$ cat config.mk
export PLATFORM = sky130hd
export DESIGN_NAME = cfg_boot_seq
export DESIGN_NICKNAME = d
export VERILOG_FILES = /design/src/rtl/cfg_boot_pkg.sv /design/src/rtl/cfg_boot_timer.sv /design/src/rtl/cfg_boot_copier.sv /design/src/rtl/cfg_boot_fsm.sv /design/src/rtl/cfg_boot_seq.sv
export SDC_FILE = /design/constraint.sdc
export NUM_CORES = 1
export LEC_CHECK = 0
export BUFFER_PORTS_ARGS = -buffer_cell sky130_fd_sc_hd__buf_2
export CORE_MARGIN = 1.5
export CORE_UTILIZATION = 50
export CTS_CLUSTER_DIAMETER = 30
export DETAILED_ROUTE_END_ITERATION = 8
export GPL_TIMING_DRIVEN = 0
export PLACE_DENSITY = 0.78
export SKIP_LAST_GASP = 1
export SYNTH_ARGS = -nofsm -noshare
export SYNTH_HDL_FRONTEND = slang
export SYNTH_SLANG_ARGS = --single-unit
$ cat constraint.sdc
create_clock -name clk -period 1.75 [get_ports clk]
set_input_delay 0.35 -clock clk [delete_from_list [all_inputs] [get_ports clk]]
set_output_delay 0.35 -clock clk [all_outputs]
set_load 0.005 [all_outputs]
$ cat src/rtl/cfg_boot_pkg.sv
package cfg_boot_pkg;

    typedef enum logic [2:0] {
        ST_OFF,
        ST_HOLD,
        ST_LOAD,
        ST_RUN,
        ST_FAULT
    } boot_state_t;

    typedef enum logic [1:0] {
        PIN_HIZ  = 2'b00,
        PIN_LOW  = 2'b01,
        PIN_PROG = 2'b10
    } pin_mode_t;

endpackage

$ cat src/rtl/cfg_boot_timer.sv
module cfg_boot_timer #(
    parameter int TIMEOUT_CYC = 200
) (
    input  logic clk,
    input  logic rst_n,
    input  logic run_en,
    output logic expired
);
    localparam int TW = $clog2(TIMEOUT_CYC + 1);

    logic [TW-1:0] cnt;

    assign expired = run_en && (cnt == TW'(TIMEOUT_CYC - 1));

    always_ff @(posedge clk or negedge rst_n) begin
        if (!rst_n)
            cnt <= '0;
        else if (!run_en)
            cnt <= '0;
        else if (!expired)
            cnt <= cnt + 1'b1;
    end
endmodule

$ cat src/rtl/cfg_boot_copier.sv
module cfg_boot_copier #(
    parameter int NUM_WORDS = 32,
    parameter int BASE_ADDR = 128,
    parameter int ADDR_W    = 8,
    parameter int DATA_W    = 8,
    localparam int IDX_W    = (NUM_WORDS > 1) ? $clog2(NUM_WORDS) : 1,
    localparam int CW       = $clog2(NUM_WORDS + 1)
) (
    input  logic              clk,
    input  logic              rst_n,
    input  logic              active,
    input  logic              mem_ready,
    output logic              mem_rd_en,
    output logic [ADDR_W-1:0] mem_addr,
    input  logic [DATA_W-1:0] mem_rd_data,
    output logic              cfg_wr_en,
    output logic [IDX_W-1:0]  cfg_wr_idx,
    output logic [DATA_W-1:0] cfg_wr_data,
    output logic              done
);
    logic [CW-1:0]    rd_idx;
    logic             pend;
    logic [IDX_W-1:0] pend_idx;

    assign mem_rd_en   = active && mem_ready && (rd_idx < CW'(NUM_WORDS));
    assign mem_addr    = ADDR_W'(BASE_ADDR) + ADDR_W'(rd_idx);
    assign cfg_wr_en   = pend && active;
    assign cfg_wr_idx  = pend_idx;
    assign cfg_wr_data = mem_rd_data;
    assign done        = cfg_wr_en && (pend_idx == IDX_W'(NUM_WORDS - 1));

    always_ff @(posedge clk or negedge rst_n) begin
        if (!rst_n) begin
            rd_idx   <= '0;
            pend     <= 1'b0;
            pend_idx <= '0;
        end else if (!active) begin
            rd_idx   <= '0;
            pend     <= 1'b0;
        end else begin
            pend <= mem_rd_en;
            if (mem_rd_en) begin
                rd_idx   <= rd_idx + 1'b1;
                pend_idx <= IDX_W'(rd_idx);
            end
        end
    end
endmodule

$ cat src/rtl/cfg_boot_fsm.sv
module cfg_boot_fsm
    import cfg_boot_pkg::*;
(
    input  logic        clk,
    input  logic        rst_n,
    input  logic        sup_above_1v,
    input  logic        sup_above_uvlo,
    input  logic        reboot_req,
    input  logic        done,
    input  logic        expired,
    output boot_state_t state,
    output pin_mode_t   pin_mode,
    output logic        busy,
    output logic        boot_err
);
    boot_state_t nxt;

    always_ff @(posedge clk or negedge rst_n) begin
        if (!rst_n) state <= ST_OFF;
        else        state <= nxt;
    end

    always_comb begin
        nxt = state;
        unique case (state)
            ST_OFF:  if (sup_above_1v) nxt = ST_HOLD;
            ST_HOLD: begin
                if (!sup_above_1v)       nxt = ST_OFF;
                else if (sup_above_uvlo) nxt = ST_LOAD;
            end
            ST_LOAD: begin
                if (!sup_above_1v)        nxt = ST_OFF;
                else if (!sup_above_uvlo) nxt = ST_HOLD;
                else if (done)            nxt = ST_RUN;
                else if (expired)         nxt = ST_FAULT;
            end
            ST_RUN, ST_FAULT: begin
                if (!sup_above_1v)        nxt = ST_OFF;
                else if (!sup_above_uvlo) nxt = ST_HOLD;
                else if (reboot_req)      nxt = ST_LOAD;
            end
            default: nxt = ST_OFF;
        endcase
    end

    always_comb begin
        pin_mode = PIN_HIZ;
        busy     = 1'b1;
        boot_err = 1'b0;
        unique case (state)
            ST_OFF:   pin_mode = PIN_HIZ;
            ST_HOLD:  pin_mode = PIN_LOW;
            ST_LOAD:  pin_mode = PIN_PROG;
            ST_RUN: begin
                pin_mode = PIN_PROG;
                busy     = 1'b0;
            end
            ST_FAULT: begin
                pin_mode = PIN_LOW;
                busy     = 1'b0;
                boot_err = 1'b1;
            end
            default:  pin_mode = PIN_HIZ;
        endcase
    end
endmodule

$ cat src/rtl/cfg_boot_seq.sv
module cfg_boot_seq
    import cfg_boot_pkg::*;
#(
    parameter int NUM_WORDS   = 32,
    parameter int BASE_ADDR   = 128,
    parameter int ADDR_W      = 8,
    parameter int DATA_W      = 8,
    parameter int TIMEOUT_CYC = 200,
    localparam int IDX_W      = (NUM_WORDS > 1) ? $clog2(NUM_WORDS) : 1
) (
    input  logic              clk,
    input  logic              rst_n,
    input  logic              sup_above_1v,
    input  logic              sup_above_uvlo,
    input  logic              reboot_req,
    input  logic              mem_ready,
    output logic              mem_rd_en,
    output logic [ADDR_W-1:0] mem_addr,
    input  logic [DATA_W-1:0] mem_rd_data,
    output logic              cfg_wr_en,
    output logic [IDX_W-1:0]  cfg_wr_idx,
    output logic [DATA_W-1:0] cfg_wr_data,
    output logic [1:0]        out_mode,
    output logic              busy,
    output logic              boot_err
);
    boot_state_t state;
    pin_mode_t   pin_mode;
    logic        done;
    logic        expired;
    logic        loading;

    assign loading  = (state == ST_LOAD);
    assign out_mode = pin_mode;

    cfg_boot_fsm u_fsm (
        .clk            (clk),
        .rst_n          (rst_n),
        .sup_above_1v   (sup_above_1v),
        .sup_above_uvlo (sup_above_uvlo),
        .reboot_req     (reboot_req),
        .done           (done),
        .expired        (expired),
        .state          (state),
        .pin_mode       (pin_mode),
        .busy           (busy),
        .boot_err       (boot_err)
    );

    cfg_boot_copier #(
        .NUM_WORDS (NUM_WORDS),
        .BASE_ADDR (BASE_ADDR),
        .ADDR_W    (ADDR_W),
        .DATA_W    (DATA_W)
    ) u_copier (
        .clk         (clk),
        .rst_n       (rst_n),
        .active      (loading),
        .mem_ready   (mem_ready),
        .mem_rd_en   (mem_rd_en),
        .mem_addr    (mem_addr),
        .mem_rd_data (mem_rd_data),
        .cfg_wr_en   (cfg_wr_en),
        .cfg_wr_idx  (cfg_wr_idx),
        .cfg_wr_data (cfg_wr_data),
        .done        (done)
    );

    cfg_boot_timer #(
        .TIMEOUT_CYC (TIMEOUT_CYC)
    ) u_timer (
        .clk     (clk),
        .rst_n   (rst_n),
        .run_en  (loading),
        .expired (expired)
    );
endmodule

==> metrics.yaml <==
status: "finished clean"
ys_warn_count: 0
clk-insertion-delay-late_ns: 0.30
routedWlPerCell_um: 12.9
die_h_um: 54.6
ys.flop_type: "dfrtp_1"
track_usage: 0.204
fin_setup_tns_ns: 0
min_period_over_period: 0.991
start_util: 0.533
worstPathMaxFanout: 7
peakVddDrop_v: 0.000913
num-nets-final: 195
layout_setup_ws_ns: 0.0155
first_pass_iters: 4
finalSetupViolCount: 0
cts-root-buf: "clkbuf_4"
max_freq_ghz: 0.577
final_common_cell: "buf_2"
layout-drive-gt1-share: 0.393
drt-total-wl_um: 2680
ant_nets: 0
finalHoldViolCount: 0
portBuffers: 30
avgSynthCellArea_um2: 9.94
hp-class: "in -> reg"
drv_slew: 0
rsz0062_at_grt: "true"
core_area_um2: 2500
synth_edf_count: 0
yosys.cell_types.count: 41
rows: 18
total_power_uw: 1530
route.detailed.drc: 0
placed_area_um2: 1520
crit_path_end_kind: "primary output"
syn-num-nets: 150
synth_cells: 134
antenna_found_initial: 0
numClockSinks: 23
vias: 1087
cp-start-kind: "flop"
syn2layout_area_growth_pct: 25.1
dieArea_um2: 2980
die_w_um: 54.6
power_leakage_uw: 0.000842
final_cell_mix: "buf_2, dfrtp_1, nor2_1, buf_4, nand2_1"
worstHoldPathCells: 3
cts_max_level: 1
clk_pin_slew_ns: 0.12
cap_viol_max_count: 0
antenna_cells: 0
regArea_um2: 576
ys_ff_latch: 23
seq_area_frac_synth: 0.432
io_pins: 41
power.density_nw_per_um2: 916
final_area_um2: 1670
grt_pass1_wl_um: 4340
hold_ws_ns: 0.387
synthArstFlopShare: 1.00
multi_input_area_um2: 649
overflow: 0
rr_worst_depth: 7
grt_max_degree: 24
dp_hpwl_um: 1900
finalClockSkew_ns: 0.00310
worstPathRequired_ns: 1.40
grt_pass1_vias: 987
cts_max_path_buffers: 2
drtIter0Drc: 22
place.gp.congestion: 0.898
vias_per_cell: 5.23
dp_slack_ns: 0.0435
nFillCells: 210
cts_buffers: 3
syn_area_um2: 1330
cts_tree: "yes"
crit_arrival_ns: 1.38
min_period_ns: 1.73
worstSetupPathType: "reg -> out"
[worst max-delay path, stage by stage, from the launching register on]
cell and delay, ns:
dfrtp_1 0.39, buf_6 0.13, buf_6 0.12, buf_4 0.14
xnor2_2 0.12, nor2_1 0.07, buf_2 0.11
[layer usage]
| metal | part of all wire | vias up | global-route usage |
|---|---|---|---|
| met5 | 0 | - | 0 |
| met4 | 0.0093 | 0 | 0.0667 |
| met3 | 0.068 | 4 | 0.0383 |
| met2 | 0.51 | 41 | 0.347 |
| met1 | 0.41 | 506 | 0.258 |
| li1 | - | 536 | - |
[logic make-up after synthesis]
kind of cell / synth area share
flip-flops: 0.432
multiplexers: 0.0488
buffers and inverters: 0.101
AND/OR/NAND/NOR: 0.230
adder cells (fa/ha/maj): 0.0188
other: 0.00564
XOR/XNOR: 0.0723
AO/OA/AOI/OAI: 0.0911
[Yosys cell counts, types with 2 or more instances]
library cell	n	area [um^2]
dfrtp_1	23	576
nor2_1	17	63.8
nand2_1	11	41.3
buf_4	10	75.1
xor2_1	7	61.3
inv_1	6	22.5
nand3_1	5	25.0
nand4_1	5	31.3
mux2_2	4	45.0
xnor2_1	4	35.0
buf_6	3	33.8
nor4_1	3	18.8
a21oi_1	2	10.0
a31oi_1	2	12.5
and2_1	2	12.5
conb_1	2	7.51
ha_1	2	25.0
mux2i_1	2	20.0
nor2b_1	2	12.5
[metrics by stage]
stage | std cells | util
3_5_place_dp | 194 | 0.608
4_1_cts | 205 | 0.647
6_report | 208 | 0.667
2_1_floorplan | 134 | -
5_1_grt | 208 | 0.667
3_3_place_gp | 194 | 0.608
[worst paths after layout]
path                            slack (ns)                   start                      to
min in group asynchronous             0.52                   rst_n          u_timer.cnt[3]
worst min register to register        0.54  u_copier.cfg_wr_idx[2]  u_copier.cfg_wr_idx[2]
worst max register to register        0.11          u_fsm.state[0]          u_fsm.state[1]
worst min-delay path                  0.39            sup_above_1v          u_fsm.state[1]
max in group asynchronous             0.90                   rst_n  u_copier.cfg_wr_idx[1]
worst max-delay path                  0.02          u_fsm.state[2]             out_mode[0]
[power by group]
group / internal (uW) / switching (uW) / total [uW]
clock network: 85.3 / 153 / 239
logic: 339 / 326 / 666
registers: 584 / 38.4 / 623
total: 1010 / 518 / 1530
[flip-flops by register name, indices dropped and copies added (netlist names)]
register,cells
u_copier.pend,1
u_copier.cfg_wr_idx,5
u_fsm.state,3
u_timer.cnt,8
u_copier.rd_idx,6
[cell type report]
class / count / share of cell area
Sequential cell: 23 / 0.345
Clock buffer: 3 / 0.0135
Tap cell: 30 / 0.0225
Multi-Input combinational cell: 91 / 0.390
Clock inverter: 1 / 0.00300
Inverter: 6 / 0.0135
Timing Repair Buffer: 40 / 0.145
Buffer: 14 / 0.0676
[timing repair]
action,4_1_cts,5_1_grt
setup endpoints to repair,2,7
gates cloned,0,0
endpoints found under the hold margin,16,0
buffers inserted,6,4
hold buffers,1,0
gates resized for setup,4,5
pin swaps,2,2
Power figures use the tool's default switching activity.
